`src/rtl/lcdc_regif_pkg.sv`:
```
package lcdc_regif_pkg;

    localparam int ADDR_W = 8;
    localparam int DATA_W = 32;
    localparam int DIM_W  = 10;

    localparam logic [ADDR_W-1:0] OFS_CTRL = 8'h00;
    localparam logic [ADDR_W-1:0] OFS_TIM0 = 8'h04;
    localparam logic [ADDR_W-1:0] OFS_TIM1 = 8'h08;
    localparam logic [ADDR_W-1:0] OFS_TIM2 = 8'h0C;
    localparam logic [ADDR_W-1:0] OFS_STAT = 8'h10;
    localparam logic [ADDR_W-1:0] OFS_SUB  = 8'h14;

    // writable control bits: named fields plus the kept extra bits
    localparam logic [DATA_W-1:0] CTRL_WMASK = 32'h01CF_F300 | 32'h0030_009B;
    localparam logic [DATA_W-1:0] CTRL_RO1   = 32'hFE00_0C34;
    localparam logic [DATA_W-1:0] TIM0_RO1   = 32'h0000_000F;
    localparam logic [DATA_W-1:0] TIM2_RO1   = 32'hFC00_0000;
    localparam logic [DATA_W-1:0] SUB_WMASK  = 32'hA1FF_FFFF;

    typedef enum logic [2:0] {
        SEL_NONE, SEL_CTRL, SEL_TIM0, SEL_TIM1, SEL_TIM2, SEL_STAT, SEL_SUB
    } reg_sel_e;

    typedef struct packed {
        logic [1:0] pal_mode;
        logic       tft;
        logic [1:0] irq_mask;
        logic       mono;
        logic       enable;
    } ctrl_fields_t;

    typedef struct packed {
        logic pal;
        logic sync;
        logic frame;
    } evt_t;

    function automatic reg_sel_e addr_decode(input logic [ADDR_W-1:0] a);
        case (a)
            OFS_CTRL: return SEL_CTRL;
            OFS_TIM0: return SEL_TIM0;
            OFS_TIM1: return SEL_TIM1;
            OFS_TIM2: return SEL_TIM2;
            OFS_STAT: return SEL_STAT;
            OFS_SUB:  return SEL_SUB;
            default:  return SEL_NONE;
        endcase
    endfunction

    function automatic ctrl_fields_t ctrl_decode(input logic [DATA_W-1:0] w);
        ctrl_fields_t f;
        f.enable   = w[0];
        f.mono     = w[1];
        f.irq_mask = w[4:3];
        f.tft      = w[7];
        f.pal_mode = w[21:20];
        return f;
    endfunction

    function automatic evt_t status_bits(input logic [DATA_W-1:0] w);
        evt_t e;
        e.frame = w[0];
        e.sync  = w[2];
        e.pal   = w[6];
        return e;
    endfunction

endpackage

```
`src/rtl/lcdc_cfg_regs.sv`:
```
module lcdc_cfg_regs
    import lcdc_regif_pkg::*;
#(
    parameter int DW  = DATA_W,
    parameter int DMW = DIM_W
) (
    input  logic           clk,
    input  logic           rst,
    input  logic           wr_en,
    input  reg_sel_e       sel,
    input  logic [DW-1:0]  wdata,
    output logic [DW-1:0]  ctrl_q,
    output logic [DW-1:0]  tim0_q,
    output logic [DW-1:0]  tim1_q,
    output logic [DW-1:0]  tim2_q,
    output logic [DW-1:0]  sub_q,
    output ctrl_fields_t   fields,
    output logic [DMW:0]   width,
    output logic [DMW:0]   height,
    output logic           restart
);
    localparam int SZW = DMW + 1;

    always_ff @(posedge clk) begin
        if (rst) begin
            ctrl_q  <= '0;
            tim0_q  <= '0;
            tim1_q  <= '0;
            tim2_q  <= '0;
            sub_q   <= '0;
            restart <= 1'b0;
        end else begin
            restart <= wr_en && (sel == SEL_CTRL) && (wdata[0] != ctrl_q[0]);
            if (wr_en) begin
                case (sel)
                    SEL_CTRL: ctrl_q <= wdata & CTRL_WMASK;
                    SEL_TIM0: tim0_q <= wdata;
                    SEL_TIM1: tim1_q <= wdata;
                    SEL_TIM2: tim2_q <= wdata;
                    SEL_SUB:  sub_q  <= wdata & SUB_WMASK;
                    default:  ;
                endcase
            end
        end
    end

    assign fields = ctrl_decode(ctrl_q);
    assign width  = SZW'(tim0_q[DMW-1:0]) + SZW'(1);
    assign height = SZW'(tim1_q[DMW-1:0]) + SZW'(1);

    // a pulse only follows an actual flip of the enable bit
    assert_restart_flip_R9: assert property (@(posedge clk) disable iff (rst)
        restart |-> (fields.enable != $past(fields.enable)));
    // no pulse without a write in the previous cycle
    assert_restart_needs_write_R9: assert property (@(posedge clk) disable iff (rst)
        !$past(wr_en) |-> !restart);
    // width holds while nothing is written
    assert_width_hold_R3: assert property (@(posedge clk) disable iff (rst)
        !$past(wr_en) |-> $stable(width));
endmodule

```
`src/rtl/lcdc_evt_status.sv`:
```
module lcdc_evt_status
    import lcdc_regif_pkg::*;
(
    input  logic       clk,
    input  logic       rst,
    input  logic       clr_en,
    input  evt_t       clr_bits,
    input  evt_t       evt,
    input  logic [1:0] irq_mask,
    output evt_t       status,
    output logic       irq
);
    evt_t clr_eff;

    assign clr_eff = clr_en ? clr_bits : '0;

    // events win over a clear on the same edge
    always_ff @(posedge clk) begin
        if (rst) status <= '0;
        else     status <= (status & ~clr_eff) | evt;
    end

    assign irq = (status.frame & irq_mask[0])
               | (status.pal   & irq_mask[1])
               |  status.sync;

    assert_frame_latch_R5: assert property (@(posedge clk) disable iff (rst)
        evt.frame |=> status.frame);
    assert_clear_frame_R6: assert property (@(posedge clk) disable iff (rst)
        (clr_en && clr_bits.frame && !evt.frame) |=> !status.frame);
    assert_sync_irq_R8: assert property (@(posedge clk) disable iff (rst)
        evt.sync |=> irq);
endmodule

```
`src/rtl/lcdc_rd_mux.sv`:
```
module lcdc_rd_mux
    import lcdc_regif_pkg::*;
#(
    parameter int DW = DATA_W
) (
    input  reg_sel_e      sel,
    input  logic [DW-1:0] ctrl_q,
    input  logic [DW-1:0] tim0_q,
    input  logic [DW-1:0] tim1_q,
    input  logic [DW-1:0] tim2_q,
    input  logic [DW-1:0] sub_q,
    input  evt_t          status,
    output logic [DW-1:0] rdata
);
    logic [DW-1:0] tft_mirror;
    logic [DW-1:0] stat_word;

    always_comb begin
        tft_mirror     = '0;
        tft_mirror[23] = ctrl_q[7];
        stat_word      = '0;
        stat_word[0]   = status.frame;
        stat_word[2]   = status.sync;
        stat_word[6]   = status.pal;
    end

    always_comb begin
        case (sel)
            SEL_CTRL: rdata = ctrl_q | tft_mirror | CTRL_RO1;
            SEL_TIM0: rdata = tim0_q | TIM0_RO1;
            SEL_TIM1: rdata = tim1_q;
            SEL_TIM2: rdata = tim2_q | TIM2_RO1;
            SEL_STAT: rdata = stat_word;
            SEL_SUB:  rdata = sub_q;
            default:  rdata = '0;
        endcase
    end
endmodule

```
`src/rtl/lcdc_regif.sv`:
```
module lcdc_regif
    import lcdc_regif_pkg::*;
(
    input  logic               clk,
    input  logic               rst,
    input  logic               wr_en,
    input  logic [ADDR_W-1:0]  addr,
    input  logic [DATA_W-1:0]  wdata,
    output logic [DATA_W-1:0]  rdata,
    input  logic               frame_done_evt,
    input  logic               palette_done_evt,
    input  logic               sync_err_evt,
    output logic               irq,
    output logic               restart,
    output logic               lcd_enable,
    output logic               lcd_mono,
    output logic               lcd_tft,
    output logic [1:0]         pal_mode,
    output logic [1:0]         irq_mask,
    output logic [DIM_W:0]     width,
    output logic [DIM_W:0]     height,
    output logic               sub_enable,
    output logic               sub_from_line,
    output logic [9:0]         sub_line,
    output logic [15:0]        sub_fill
);
    reg_sel_e          sel;
    ctrl_fields_t      fields;
    evt_t              evt, status;
    logic [DATA_W-1:0] ctrl_q, tim0_q, tim1_q, tim2_q, sub_q;

    assign sel = addr_decode(addr);
    assign evt = '{pal: palette_done_evt, sync: sync_err_evt, frame: frame_done_evt};

    lcdc_cfg_regs #(.DW(DATA_W), .DMW(DIM_W)) cfg_i (
        .clk(clk), .rst(rst), .wr_en(wr_en), .sel(sel), .wdata(wdata),
        .ctrl_q(ctrl_q), .tim0_q(tim0_q), .tim1_q(tim1_q), .tim2_q(tim2_q),
        .sub_q(sub_q), .fields(fields), .width(width), .height(height),
        .restart(restart)
    );

    lcdc_evt_status stat_i (
        .clk(clk), .rst(rst),
        .clr_en(wr_en && (sel == SEL_STAT)), .clr_bits(status_bits(wdata)),
        .evt(evt), .irq_mask(fields.irq_mask), .status(status), .irq(irq)
    );

    lcdc_rd_mux #(.DW(DATA_W)) rd_i (
        .sel(sel), .ctrl_q(ctrl_q), .tim0_q(tim0_q), .tim1_q(tim1_q),
        .tim2_q(tim2_q), .sub_q(sub_q), .status(status), .rdata(rdata)
    );

    assign lcd_enable    = fields.enable;
    assign lcd_mono      = fields.mono;
    assign lcd_tft       = fields.tft;
    assign pal_mode      = fields.pal_mode;
    assign irq_mask      = fields.irq_mask;
    assign sub_enable    = sub_q[31];
    assign sub_from_line = sub_q[29];
    assign sub_line      = sub_q[25:16];
    assign sub_fill      = sub_q[15:0];

    // a masked-off frame event alone never raises the line
    assert_frame_masked_R7: assert property (@(posedge clk) disable iff (rst)
        (status.frame && !status.pal && !status.sync && !irq_mask[0]) |-> !irq);
    // reset leaves the interrupt line low
    assert_reset_quiet_R12: assert property (@(posedge clk)
        $past(rst) |-> (!irq && !restart));
endmodule

```
`config.mk`:
```
export PLATFORM = sky130hd
export DESIGN_NAME = lcdc_regif
export DESIGN_NICKNAME = d
export VERILOG_FILES = /design/src/rtl/lcdc_regif_pkg.sv /design/src/rtl/lcdc_cfg_regs.sv /design/src/rtl/lcdc_evt_status.sv /design/src/rtl/lcdc_rd_mux.sv /design/src/rtl/lcdc_regif.sv
export SDC_FILE = /design/constraint.sdc
export NUM_CORES = 1
export LEC_CHECK = 0
export CAP_MARGIN = 15
export CORE_ASPECT_RATIO = 1.5
export CORE_MARGIN = 10
export CORE_UTILIZATION = 40
export CTS_CLUSTER_SIZE = 24
export DETAILED_ROUTE_END_ITERATION = 12
export PLACE_DENSITY = 0.66
export SLEW_MARGIN = 20
export SYNTH_ARGS = -nofsm -noshare
export SYNTH_HDL_FRONTEND = slang
export SYNTH_SLANG_ARGS = --single-unit
```
`constraint.sdc`:
```
create_clock -name clk -period 1.5 [get_ports clk]
set_input_delay 0.15 -clock clk [delete_from_list [all_inputs] [get_ports clk]]
set_output_delay 0.15 -clock clk [all_outputs]
set_load 0.02 [all_outputs]
```
==> impl_results.md, run 1 <==
- Clock latency on the worst-skew pair: between 0.4 and 0.5 ns
- H-tree depth: 4
- Tmin final: 1.74 ns
- Drt wl/cell: approximately 19 um
- VDD IR max: just under 0.6 mV
- Crit path to: height[9]
- Status: finished with violations
- Share of post-route cells with drive strength above 1: 41.3%
- Commonest cells after routing, fill and taps aside: nand2_1, buf_4, dfxtp_1
- ANT cells: 0
- Routed Antenna Nets: 0
- Rows: slightly below 60
- Ys async rst share: 0%
- Largest net degree at the start of global routing: 41
- Max Slew Vio Count: 0
- Routability cong.: approximately 0.86
- Pwr Density: ~820 mW/mm^2
- Clock sink count: approximately 140
- I/O pin total: 137
- Layout area overhead: 58.9%
- CTS Root Buffer Type: clkbuf_16
- Final setup margin: -0.239 ns
- Number of global-route vias before repair: 7,276
- CTS tree: yes
- Initial antenna violation count: 1
- WP data required: 1.35 ns
- #FFs+latches synth: between 100 and 150
- Pwr Total: 8.87 mW
- Worst Skew: around 0.0014 ns
- Final period util: 116%
- Fin Setup TNS: -3.04 ns
- CTS buffer count: 17
- Post-Synthesis Cells: 880
- Dpl hpwl: approximately 17 mm
- Final setup vio count: 29
- Leading cell type in the layout, fill and taps excluded: nand2_1
- Metal2 WL: between 10 and 15 mm
- R2R Setup Slk: 0.50 ns
- Die area: 0.0227 mm^2
- Reg clk slew, reported paths: 0.06 ns
- DRT Wirelength: 26.0 mm
- Port Buf Inserts: ~140
- Iter 0 DRT Violations: around 420
- Syn Nets: roughly 930
- Die X: ~130 um
- Top sig layer: met5
- Max Buffers Root-to-Sink: 2
- Detailed-router iteration count before antenna repair: 6
- WHS Path Cells: 2
- RSZ-0062 raised after global routing: yes
- Crit. Startpoint: cfg_i.tim1_q[3]$_SDFFE_PP0P_
- Post-synthesis sequential area ratio: 41.5%
- Main synth FF type: dfxtp_1
- Initial Util: between 40% and 50%
- DRC Markers: 0
- Core area: roughly 0.017 mm^2
- Worst R2R Path Depth: 4
- Crit path capture type: output port
- Crit path launch type: flip-flop
- Total GRT Usage: 21.5%
- Vias per cell: approximately 5.4
- Critical Setup Path Class: reg -> out
- Worst min-delay path class: in -> reg
- Global-route wire length before repair: ~40 mm
- EDFF count, synth: 0
- Filler Cells Inserted: between 1,000 and 1,500
- Leakage: between 4 and 5 nW
- FF-to-FF End: cfg_i.restart$_SDFF_PP0_
- Crit-path cells: and3_4 -> and4_1 -> nand4_1 -> xnor2_1 -> buf_4
- CP max stage cell: dfxtp_2
- Die Ht: between 150 and 200 um
- Maxcap violations: 0
- Arr. time, crit path: 1.59 ns
- Avg Inst Size Synth: 7.73 um^2
- Cell Area, Synth: 0.00680 mm^2
- DRT met1 WL: roughly 9.8 mm
- Total number of vias: between 7,000 and 8,000
- FMAX: between 0.5 and 0.6 GHz
- Fin util: 64.5%
- Met3 WL: between 1 and 1.5 mm
- Hold Fails Final Rpt: 0
- GRT overflow: 0
- Crit Path Max Fanout: 2
- Unique masters post-synth: 47
- Worst R2R Start: cfg_i.ctrl_q[0]$_SDFFE_PP0P_
- Failing checks: setup timing
- Synthesis Warnings: 0
- CP max stage delay: 0.34 ns
- Nets: between 1,000 and 1,500
[worst min-delay path by stage]
stage / start / to / slack (ns)
CTS: rst / cfg_i.tim0_q[18]$_SDFFE_PP0P_ / 0.12
finish: rst / cfg_i.tim0_q[18]$_SDFFE_PP0P_ / 0.13
floorplan: frame_done_evt / stat_i.status[0]$_SDFF_PP0_ / 0.28
global route: rst / cfg_i.tim0_q[21]$_SDFFE_PP0P_ / 0.13
global placement: cfg_i.ctrl_q[12]$_SDFFE_PP0P_ / cfg_i.ctrl_q[12]$_SDFFE_PP0P_ / 0.44
detailed placement: cfg_i.ctrl_q[22]$_SDFFE_PP0P_ / cfg_i.ctrl_q[22]$_SDFFE_PP0P_ / 0.44
[worst max-delay path, delay by kind of cell, from the launching register on]
| family | cells | cell delay [ns] |
|---|---|---|
| simple gates | 3 | 0.50 |
| flops | 1 | 0.34 |
| buf+inv | 1 | 0.17 |
| xor+xnor | 1 | 0.16 |
[per-layer routing]
layer	global-route usage, %	vias to the layer above
met4	10.9	2
met1	22.4	3464
met5	0	-
li1	-	3448
met2	39.4	210
met3	4.06	67
[registers in the layout, indices dropped and copies added (netlist names)]
register	cells
cfg_i.tim1_q	32
cfg_i.tim0_q	32
stat_i.status	3
cfg_i.sub_q	27
cfg_i.restart	1
cfg_i.ctrl_q	20
cfg_i.tim2_q	26
[per-stage QoR]
step	cells	setup slack, ns	hold WS (ns)	cell area, um^2
2_1_floorplan	880	-0.0737	0.279	6890
3_3_place_gp	1287	-0.775	0.435	9290
3_5_place_dp	1287	-0.852	0.441	9290
4_1_cts	1331	-0.265	0.120	10200
5_1_grt	1342	-0.351	0.130	10800
6_report	1342	-0.239	0.128	10800
[area by class of cell]
| type | count | area, um^2 | share of cell area, % |
|---|---|---|---|
| multi-input cells | 658 | 4220 | 39.0 |
| flip-flops and latches | 141 | 2890 | 26.8 |
| repair buffers | 293 | 2790 | 25.8 |
| clock buffers | 18 | 439 | 4.06 |
| well taps | 210 | 263 | 2.43 |
| clock inverters | 14 | 168 | 1.55 |
| inverters | 8 | 32.5 | 0.301 |
[report_power, final]
part	switching, mW	internal, mW
clock	1.72	2.66
sequential	0.00766	3.74
combinational	0.421	0.320
[what timing repair did]
action | in CTS | in global routing
gates cloned | 4 | 2
setup buffers | 8 | 15
gates resized for setup | 429 | 140
setup endpoints to repair | 200 | 156
endpoints found under the hold margin | 0 | 0
hold buffers | 0 | 0
pin swaps | 46 | 57
[kinds of logic (layout without fill, tap and decap cells)]
kind of cell | Yosys count | count (layout) | share of synthesized area (%)
muxes | 39 | 39 | 6.14
AOI/OAI and AO/OA | 210 | 210 | 20.0
DFF | 141 | 141 | 41.5
buffers and inverters | 81 | 333 | 5.88
adders and majority gates | 2 | 2 | 0.368
and+or+nand+nor | 389 | 389 | 23.8
xor gates and xnor gates | 17 | 17 | 2.19
other | 1 | 1 | 0.0551
[synth_stat cells (3+ instances only)]
library cell  number  share of area (%)
nand2_1          305                 17
dfxtp_1          141                 41
a21oi_1          103                7.6
a21oi_2           60                7.7
clkbuf_1          43                2.4
nor2_1            28                1.5
mux2_2            22                3.6
o22ai_1           19                1.7
mux2i_1           17                2.5
buf_2             13               0.96
nand3_1           13               0.96
xnor2_1           12                1.5
nand4_1           11                1.0
o21ai_0           10               0.74
buf_4              7               0.77
buf_6              7                1.2
inv_1              7               0.39
nor3_1             7               0.51
nor2b_1            5               0.46
xor2_1             5               0.64
and4_1             4               0.51
and3_1             3               0.28
nand2b_1           3               0.28
o221ai_1           3               0.39
o311ai_0           3               0.39
Note: power is estimated with default switching activity, not from simulation.
==> run 2, diff against run 1 <==
--- a/config.mk
+++ b/config.mk
@@ -5,6 +5,7 @@
 export SDC_FILE = /design/constraint.sdc
 export NUM_CORES = 1
 export LEC_CHECK = 0
+export ABC_CLOCK_PERIOD_IN_PS = 1500
 export CAP_MARGIN = 15
 export CORE_ASPECT_RATIO = 1.5
 export CORE_MARGIN = 10
==> results of run 2 <==
The final DEF is identical to that of run 1; final timing and power are the same.
